## config.mk

```make
export PLATFORM = sky130hd
export DESIGN_NAME = key_event_queue
export DESIGN_NICKNAME = d
export VERILOG_FILES = /design/src/rtl/kevq_pkg.sv /design/src/rtl/kevq_ctrl.sv /design/src/rtl/kevq_store.sv /design/src/rtl/kevq_flags.sv /design/src/rtl/key_event_queue.sv
export SDC_FILE = /design/constraint.sdc
export NUM_CORES = 1
export LEC_CHECK = 0
export ABC_AREA = 1
export BUFFER_PORTS_ARGS = -buffer_cell sky130_fd_sc_hd__buf_2
export CAP_MARGIN = 20
export CORE_ASPECT_RATIO = 0.8
export CORE_MARGIN = 4
export CORE_UTILIZATION = 40
export CTS_BUF_LIST = sky130_fd_sc_hd__clkbuf_4
export CTS_CLUSTER_DIAMETER = 30
export DETAILED_ROUTE_END_ITERATION = 10
export PLACE_DENSITY = 0.53
export SYNTH_ARGS = -nofsm -noshare
export SYNTH_HDL_FRONTEND = slang
export SYNTH_SLANG_ARGS = --single-unit
```

## constraint.sdc

```tcl
create_clock -name clk -period 3.5 [get_ports clk]
set_clock_uncertainty 0.05 [all_clocks]
set_input_delay 0.35 -clock clk [delete_from_list [all_inputs] [get_ports clk]]
set_output_delay 0.35 -clock clk [all_outputs]
set_load 0.05 [all_outputs]
```

## src/rtl/kevq_pkg.sv

```systemverilog
package kevq_pkg;

   // Policy applied when an event arrives at a full queue
   typedef enum logic {
      FULL_DROP  = 1'b0,
      FULL_EVICT = 1'b1
   } full_policy_e;

   // Per-cycle decisions made by the controller
   typedef struct packed {
      logic do_pop;   // head removed this cycle
      logic shift;    // entries move one slot toward the head
      logic wr_en;    // an event byte is written
      logic evict;    // full queue, oldest entry dropped for the new one
      logic ovf_hit;  // push met a full queue with no pop to free a slot
   } q_ctl_t;

endpackage

```

## src/rtl/kevq_ctrl.sv

```systemverilog
module kevq_ctrl
   import kevq_pkg::*;
#(
   parameter int DEPTH = 10,
   parameter int CNT_W = $clog2(DEPTH + 1),
   parameter int IDX_W = $clog2(DEPTH)
) (
   input  logic             clk,
   input  logic             rst_n,
   input  logic             push_i,
   input  logic             pop_i,
   input  logic             mode_i,
   output logic [CNT_W-1:0] count_o,
   output logic [IDX_W-1:0] wr_idx_o,
   output q_ctl_t           ctl_o
);

   localparam logic [CNT_W-1:0] FULL_CNT = CNT_W'(DEPTH);
   localparam logic [IDX_W-1:0] TAIL_IDX = IDX_W'(DEPTH - 1);

   logic [CNT_W-1:0] count_q;
   logic [CNT_W-1:0] after_pop;
   logic             is_full;
   q_ctl_t           ctl;

   always_comb begin
      is_full      = (count_q == FULL_CNT);
      ctl.do_pop   = pop_i && (count_q != '0);
      ctl.ovf_hit  = push_i && is_full && !ctl.do_pop;
      ctl.evict    = ctl.ovf_hit && (full_policy_e'(mode_i) == FULL_EVICT);
      ctl.wr_en    = push_i && (!ctl.ovf_hit || ctl.evict);
      ctl.shift    = ctl.do_pop || ctl.evict;
      after_pop    = count_q - CNT_W'(ctl.do_pop);
      wr_idx_o     = ctl.evict ? TAIL_IDX : IDX_W'(after_pop);
   end

   always_ff @(posedge clk or negedge rst_n) begin
      if (!rst_n) begin
         count_q <= '0;
      end else if (ctl.wr_en && !ctl.evict) begin
         count_q <= after_pop + CNT_W'(1);
      end else begin
         count_q <= after_pop;
      end
   end

   assign count_o = count_q;
   assign ctl_o   = ctl;

endmodule

```

## src/rtl/kevq_store.sv

```systemverilog
module kevq_store #(
   parameter int DEPTH   = 10,
   parameter int ENTRY_W = 8,
   parameter int IDX_W   = $clog2(DEPTH)
) (
   input  logic               clk,
   input  logic               rst_n,
   input  logic               shift_i,
   input  logic               wr_en_i,
   input  logic [IDX_W-1:0]   wr_idx_i,
   input  logic [ENTRY_W-1:0] wr_data_i,
   output logic [ENTRY_W-1:0] head_o
);

   logic [ENTRY_W-1:0] slot_q [DEPTH];

   for (genvar i = 0; i < DEPTH; i++) begin : g_slot
      logic [ENTRY_W-1:0] from_behind;

      // The last slot refills with zero when the queue moves forward
      if (i == DEPTH - 1) begin : g_tail
         assign from_behind = '0;
      end else begin : g_body
         assign from_behind = slot_q[i+1];
      end

      always_ff @(posedge clk or negedge rst_n) begin
         if (!rst_n) begin
            slot_q[i] <= '0;
         end else if (wr_en_i && (wr_idx_i == IDX_W'(i))) begin
            slot_q[i] <= wr_data_i;
         end else if (shift_i) begin
            slot_q[i] <= from_behind;
         end
      end
   end

   assign head_o = slot_q[0];

endmodule

```

## src/rtl/kevq_flags.sv

```systemverilog
module kevq_flags #(
   parameter int CNT_W = 4
) (
   input  logic             clk,
   input  logic             rst_n,
   input  logic             ovf_hit_i,
   input  logic             ovf_clr_i,
   input  logic             accepted_i,
   input  logic             pend_clr_i,
   input  logic [CNT_W-1:0] count_i,
   output logic             ovf_o,
   output logic             pend_o
);

   logic ovf_q;
   logic pend_q;

   // A new overflow wins over a clear in the same cycle
   always_ff @(posedge clk or negedge rst_n) begin
      if (!rst_n) begin
         ovf_q <= 1'b0;
      end else if (ovf_hit_i) begin
         ovf_q <= 1'b1;
      end else if (ovf_clr_i) begin
         ovf_q <= 1'b0;
      end
   end

   // Pending may only drop once nothing is queued
   always_ff @(posedge clk or negedge rst_n) begin
      if (!rst_n) begin
         pend_q <= 1'b0;
      end else if (accepted_i) begin
         pend_q <= 1'b1;
      end else if (pend_clr_i && (count_i == '0)) begin
         pend_q <= 1'b0;
      end
   end

   assign ovf_o  = ovf_q;
   assign pend_o = pend_q;

endmodule

```

## src/rtl/key_event_queue.sv

```systemverilog
module key_event_queue
   import kevq_pkg::*;
#(
   parameter int DEPTH  = 10,
   parameter int CODE_W = 7
) (
   input  logic                        clk,
   input  logic                        rst_n,
   input  logic                        push_i,
   input  logic [CODE_W:0]             push_data_i,
   input  logic                        pop_i,
   input  logic                        full_mode_i,
   input  logic                        ovf_clr_i,
   input  logic                        pend_clr_i,
   output logic [CODE_W:0]             head_o,
   output logic [$clog2(DEPTH+1)-1:0]  count_o,
   output logic                        ovf_o,
   output logic                        pend_o
);

   localparam int ENTRY_W = CODE_W + 1;
   localparam int CNT_W   = $clog2(DEPTH + 1);
   localparam int IDX_W   = $clog2(DEPTH);

   if (DEPTH < 2) begin : g_bad_depth
      $error("key_event_queue: DEPTH must be at least 2");
   end
   if (CODE_W < 1) begin : g_bad_code
      $error("key_event_queue: CODE_W must be at least 1");
   end

   q_ctl_t             ctl;
   logic [IDX_W-1:0]   wr_idx;
   logic [ENTRY_W-1:0] head_raw;
   logic [CNT_W-1:0]   count;

   kevq_ctrl #(.DEPTH(DEPTH), .CNT_W(CNT_W), .IDX_W(IDX_W)) u_ctrl (
      .clk      (clk),
      .rst_n    (rst_n),
      .push_i   (push_i),
      .pop_i    (pop_i),
      .mode_i   (full_mode_i),
      .count_o  (count),
      .wr_idx_o (wr_idx),
      .ctl_o    (ctl)
   );

   kevq_store #(.DEPTH(DEPTH), .ENTRY_W(ENTRY_W), .IDX_W(IDX_W)) u_store (
      .clk       (clk),
      .rst_n     (rst_n),
      .shift_i   (ctl.shift),
      .wr_en_i   (ctl.wr_en),
      .wr_idx_i  (wr_idx),
      .wr_data_i (push_data_i),
      .head_o    (head_raw)
   );

   kevq_flags #(.CNT_W(CNT_W)) u_flags (
      .clk        (clk),
      .rst_n      (rst_n),
      .ovf_hit_i  (ctl.ovf_hit),
      .ovf_clr_i  (ovf_clr_i),
      .accepted_i (ctl.wr_en),
      .pend_clr_i (pend_clr_i),
      .count_i    (count),
      .ovf_o      (ovf_o),
      .pend_o     (pend_o)
   );

   assign head_o  = (count == '0) ? '0 : head_raw;
   assign count_o = count;

endmodule

```

==> results.json <==
{
  "p_per_area_nw_per_um2": 820,
  "final_common_cell": "nand2_1",
  "syn-num-nets": 692,
  "clk_latency_ps": 440,
  "clockBufferDepth": 2,
  "fin_tns_setup_ps": 0,
  "startpoint_type": "flip-flop",
  "grtUsageTotal_pct": 18.4,
  "p_switching_mw": 1.96,
  "power_mw": 4.18,
  "final-max-slew-violation-count": 0,
  "crit_fanout": 19,
  "r2r-start": "u_ctrl.count_o[1]",
  "whs_path_depth": 2,
  "layout_min_cycle_time_ps": 2910,
  "final.setup.worst_slack_ps": 592,
  "die_h_um": 105,
  "finalHoldViolCount": 0,
  "ys_warn_count": 0,
  "final_core_util_pct": 45.7,
  "layout_common_cells": "390 x nand2_1, 92 x nand3_1, 86 x dfrtp_1, 27 x buf_2, 21 x inv_1",
  "grt_overflow": 0,
  "nFillCells": 1197,
  "async_reset_ff_share_pct": 100,
  "preCtsSetupSlack_ps": 637,
  "synth.ff_latch_count": 86,
  "die_area_um2": 13500,
  "synth.distinct_cells": 26,
  "grt_max_degree": 63,
  "multiInputGateArea_um2": 2270,
  "routed-via-count": 4197,
  "row_count": 34,
  "io_buffers": 28,
  "routed_wl_um": 11700,
  "swShare_pct": 46.9,
  "cap_violations": 0,
  "gp_congestion": 0.816,
  "rsz0062_at_grt": "no",
  "synth_edf_count": 0,
  "seq_area_um2": 2150,
  "worstPathRequired_ps": 3780,
  "final_cell_count_no_fill": 846,
  "synthesis.area_um2": 4660,
  "ant_nets": 0,
  "cts_setup_buffers": 0,
  "drive_gt1_share_pct": 11.3,
  "initial_core_util_pct": 41.8,
  "fp.dieW_um": 129,
  "avgSynthCellArea_um2": 6.91,
  "hp-start": "ovf_clr_i",
  "clk_pin_slew_ps": 120,
  "crit_type": "reg2reg",
  "routedWlPerCell_um": 13.8,
  "slew_headroom_pct": 43.7,
  "place_inst": 829,
  "diodes": 0,
  "nets": 715,
  "clkPwrFrac_pct": 15.4,
  "firstDrtPassIters": 4,
  "r2r-end": "u_store.g_slot[7].from_behind[0]",
  "hp-class": "in2reg",
  "endpoint_kind": "flip-flop",
  "drc_errors": 0,
  "holdPathEnd": "u_flags.ovf_o",
  "numCtsBuffers": 9,
  "rrSetupSlack_ps": 590,
  "finalCritPeriodShare_pct": 83.1,
  "grt_pass1_wl_um": 20200,
  "fp.coreArea_um2": 11100,
  "ir_drop_mv": 0.302,
  "p_int_mw": 2.22,
  "ctsRootBufferMaster": "clkbuf_4",
  "worst_slew_pin_slew_ps": 843,
  "whs_ps": 46.2,
  "max_freq_ghz": 0.344,
  "cts_num_sinks": 86,
  "antenna_found_initial": 0,
  "hpwl_um": 7880,
  "cts_tree": "built",
  "io-pin-count": 29,
  "reg2reg_depth": 11,
  "drt_first_iter_violations": 205,
  "cts-htree-levels": 3,
  "synth_cells": 674,
  "setup_viol": 0,
  "grt_pass1_vias": 4134,
  "p_leak_nw": 2.93,
  "place_area_um2": 4930,
  "status": "finished, final reports clean",
  "combPwrFrac_pct": 47.6,
  "viasPerCell": 4.96,
  "synth-seq-area-share_pct": 46.2,
  "syn2layout_area_growth_pct": 9.40,
  "seq_power_share_pct": 37.0,
  "synth_ff_type": "dfrtp_1",
  "arrival_ps": 3190,
  "design_area_um2": 5100
}
[flip-flops by register name, indices dropped and copies added (netlist names)]
| name | flops |
|---|---|
| u_flags.ovf_o | 1 |
| u_ctrl.count_o | 4 |
| u_store.head_o | 8 |
| u_flags.pend_o | 1 |
| u_store.g_slot.from_behind | 72 |
[what timing repair did]
action	CTS	global route
hold buffers	1	0
gates resized for setup	0	0
endpoints found under the hold margin	10	0
[area by class of cell]
class	instances	area share, %
inverter	34	2.53
clock inverter	5	1.45
multi-input combinational	531	44.5
timing repair buffer	35	4.12
sequential	86	42.2
clock buffer	11	1.62
tap	144	3.53
[cell families after synthesis]
family | Yosys count | synth area share [%]
compound gates | 5 | 0.617
fa+ha+maj | 3 | 0.806
simple gates | 521 | 46.9
xor+xnor | 2 | 0.376
buf+inv | 57 | 5.10
flops | 86 | 46.2
[cells in the mapped netlist (2+ instances only)]
library cell	n	share of area (%)
nand2_1	390	31
nand3_1	92	9.9
dfrtp_1	86	46
inv_1	21	1.7
buf_2	15	1.6
nor2_1	12	0.97
clkinv_1	8	0.64
nand2_2	8	1.1
nor2_2	7	0.94
clkbuf_1	5	0.40
inv_2	4	0.32
nor2_4	4	0.97
ha_1	3	0.81
o21ai_0	3	0.32
buf_1	2	0.16
nand3_2	2	0.43
nand3b_1	2	0.32
xor2_1	2	0.38
[metal layers]
layer | vias up | wire length (um) | track usage (%)
met1 | 2009 | 5650 | 25.1
met3 | 6 | 332 | 3.67
met5 | - | 0 | 0
met2 | 42 | 5590 | 30.1
li1 | 2140 | - | -
met4 | 0 | 97 | 4.35
[critical path, stage by stage, from the launching register on]
cell	delay, ps
dfrtp_1	430
nor2_1	210
nand2_1	150
nand2_2	160
inv_1	60
ha_1	210
ha_1	320
inv_1	140
nor2_4	430
nand3_2	390
nand3_1	180
nand2_1	70
[power by group through the flow]
stage | Sequential (mW) | Clock [mW] | Combinational (mW)
3_5_place_dp | 1.57 | 0 | 2.00
5_1_grt | 1.59 | 0.703 | 2.28
4_1_cts | 1.55 | 0.663 | 2.01
6_report | 1.55 | 0.642 | 1.99
2_1_floorplan | 1.61 | 0 | 1.48
3_3_place_gp | 1.56 | 0 | 1.97
[worst max-delay path by stage]
stage	cells past startpoint	slack (ps)	endpoint	start
6_report	11	590	u_store.g_slot[7].from_behind[0]	u_ctrl.count_o[1]
4_1_cts	16	620	u_store.g_slot[8].from_behind[0]	u_ctrl.count_o[1]
5_1_grt	15	310	u_store.g_slot[6].from_behind[4]	u_ctrl.count_o[2]
3_3_place_gp	13	780	u_store.head_o[0]	u_ctrl.count_o[1]
2_1_floorplan	16	770	u_store.g_slot[8].from_behind[0]	u_ctrl.count_o[2]
3_5_place_dp	16	640	u_store.g_slot[8].from_behind[6]	u_ctrl.count_o[1]
No activity file was read; power rests on OpenSTA's default activity.
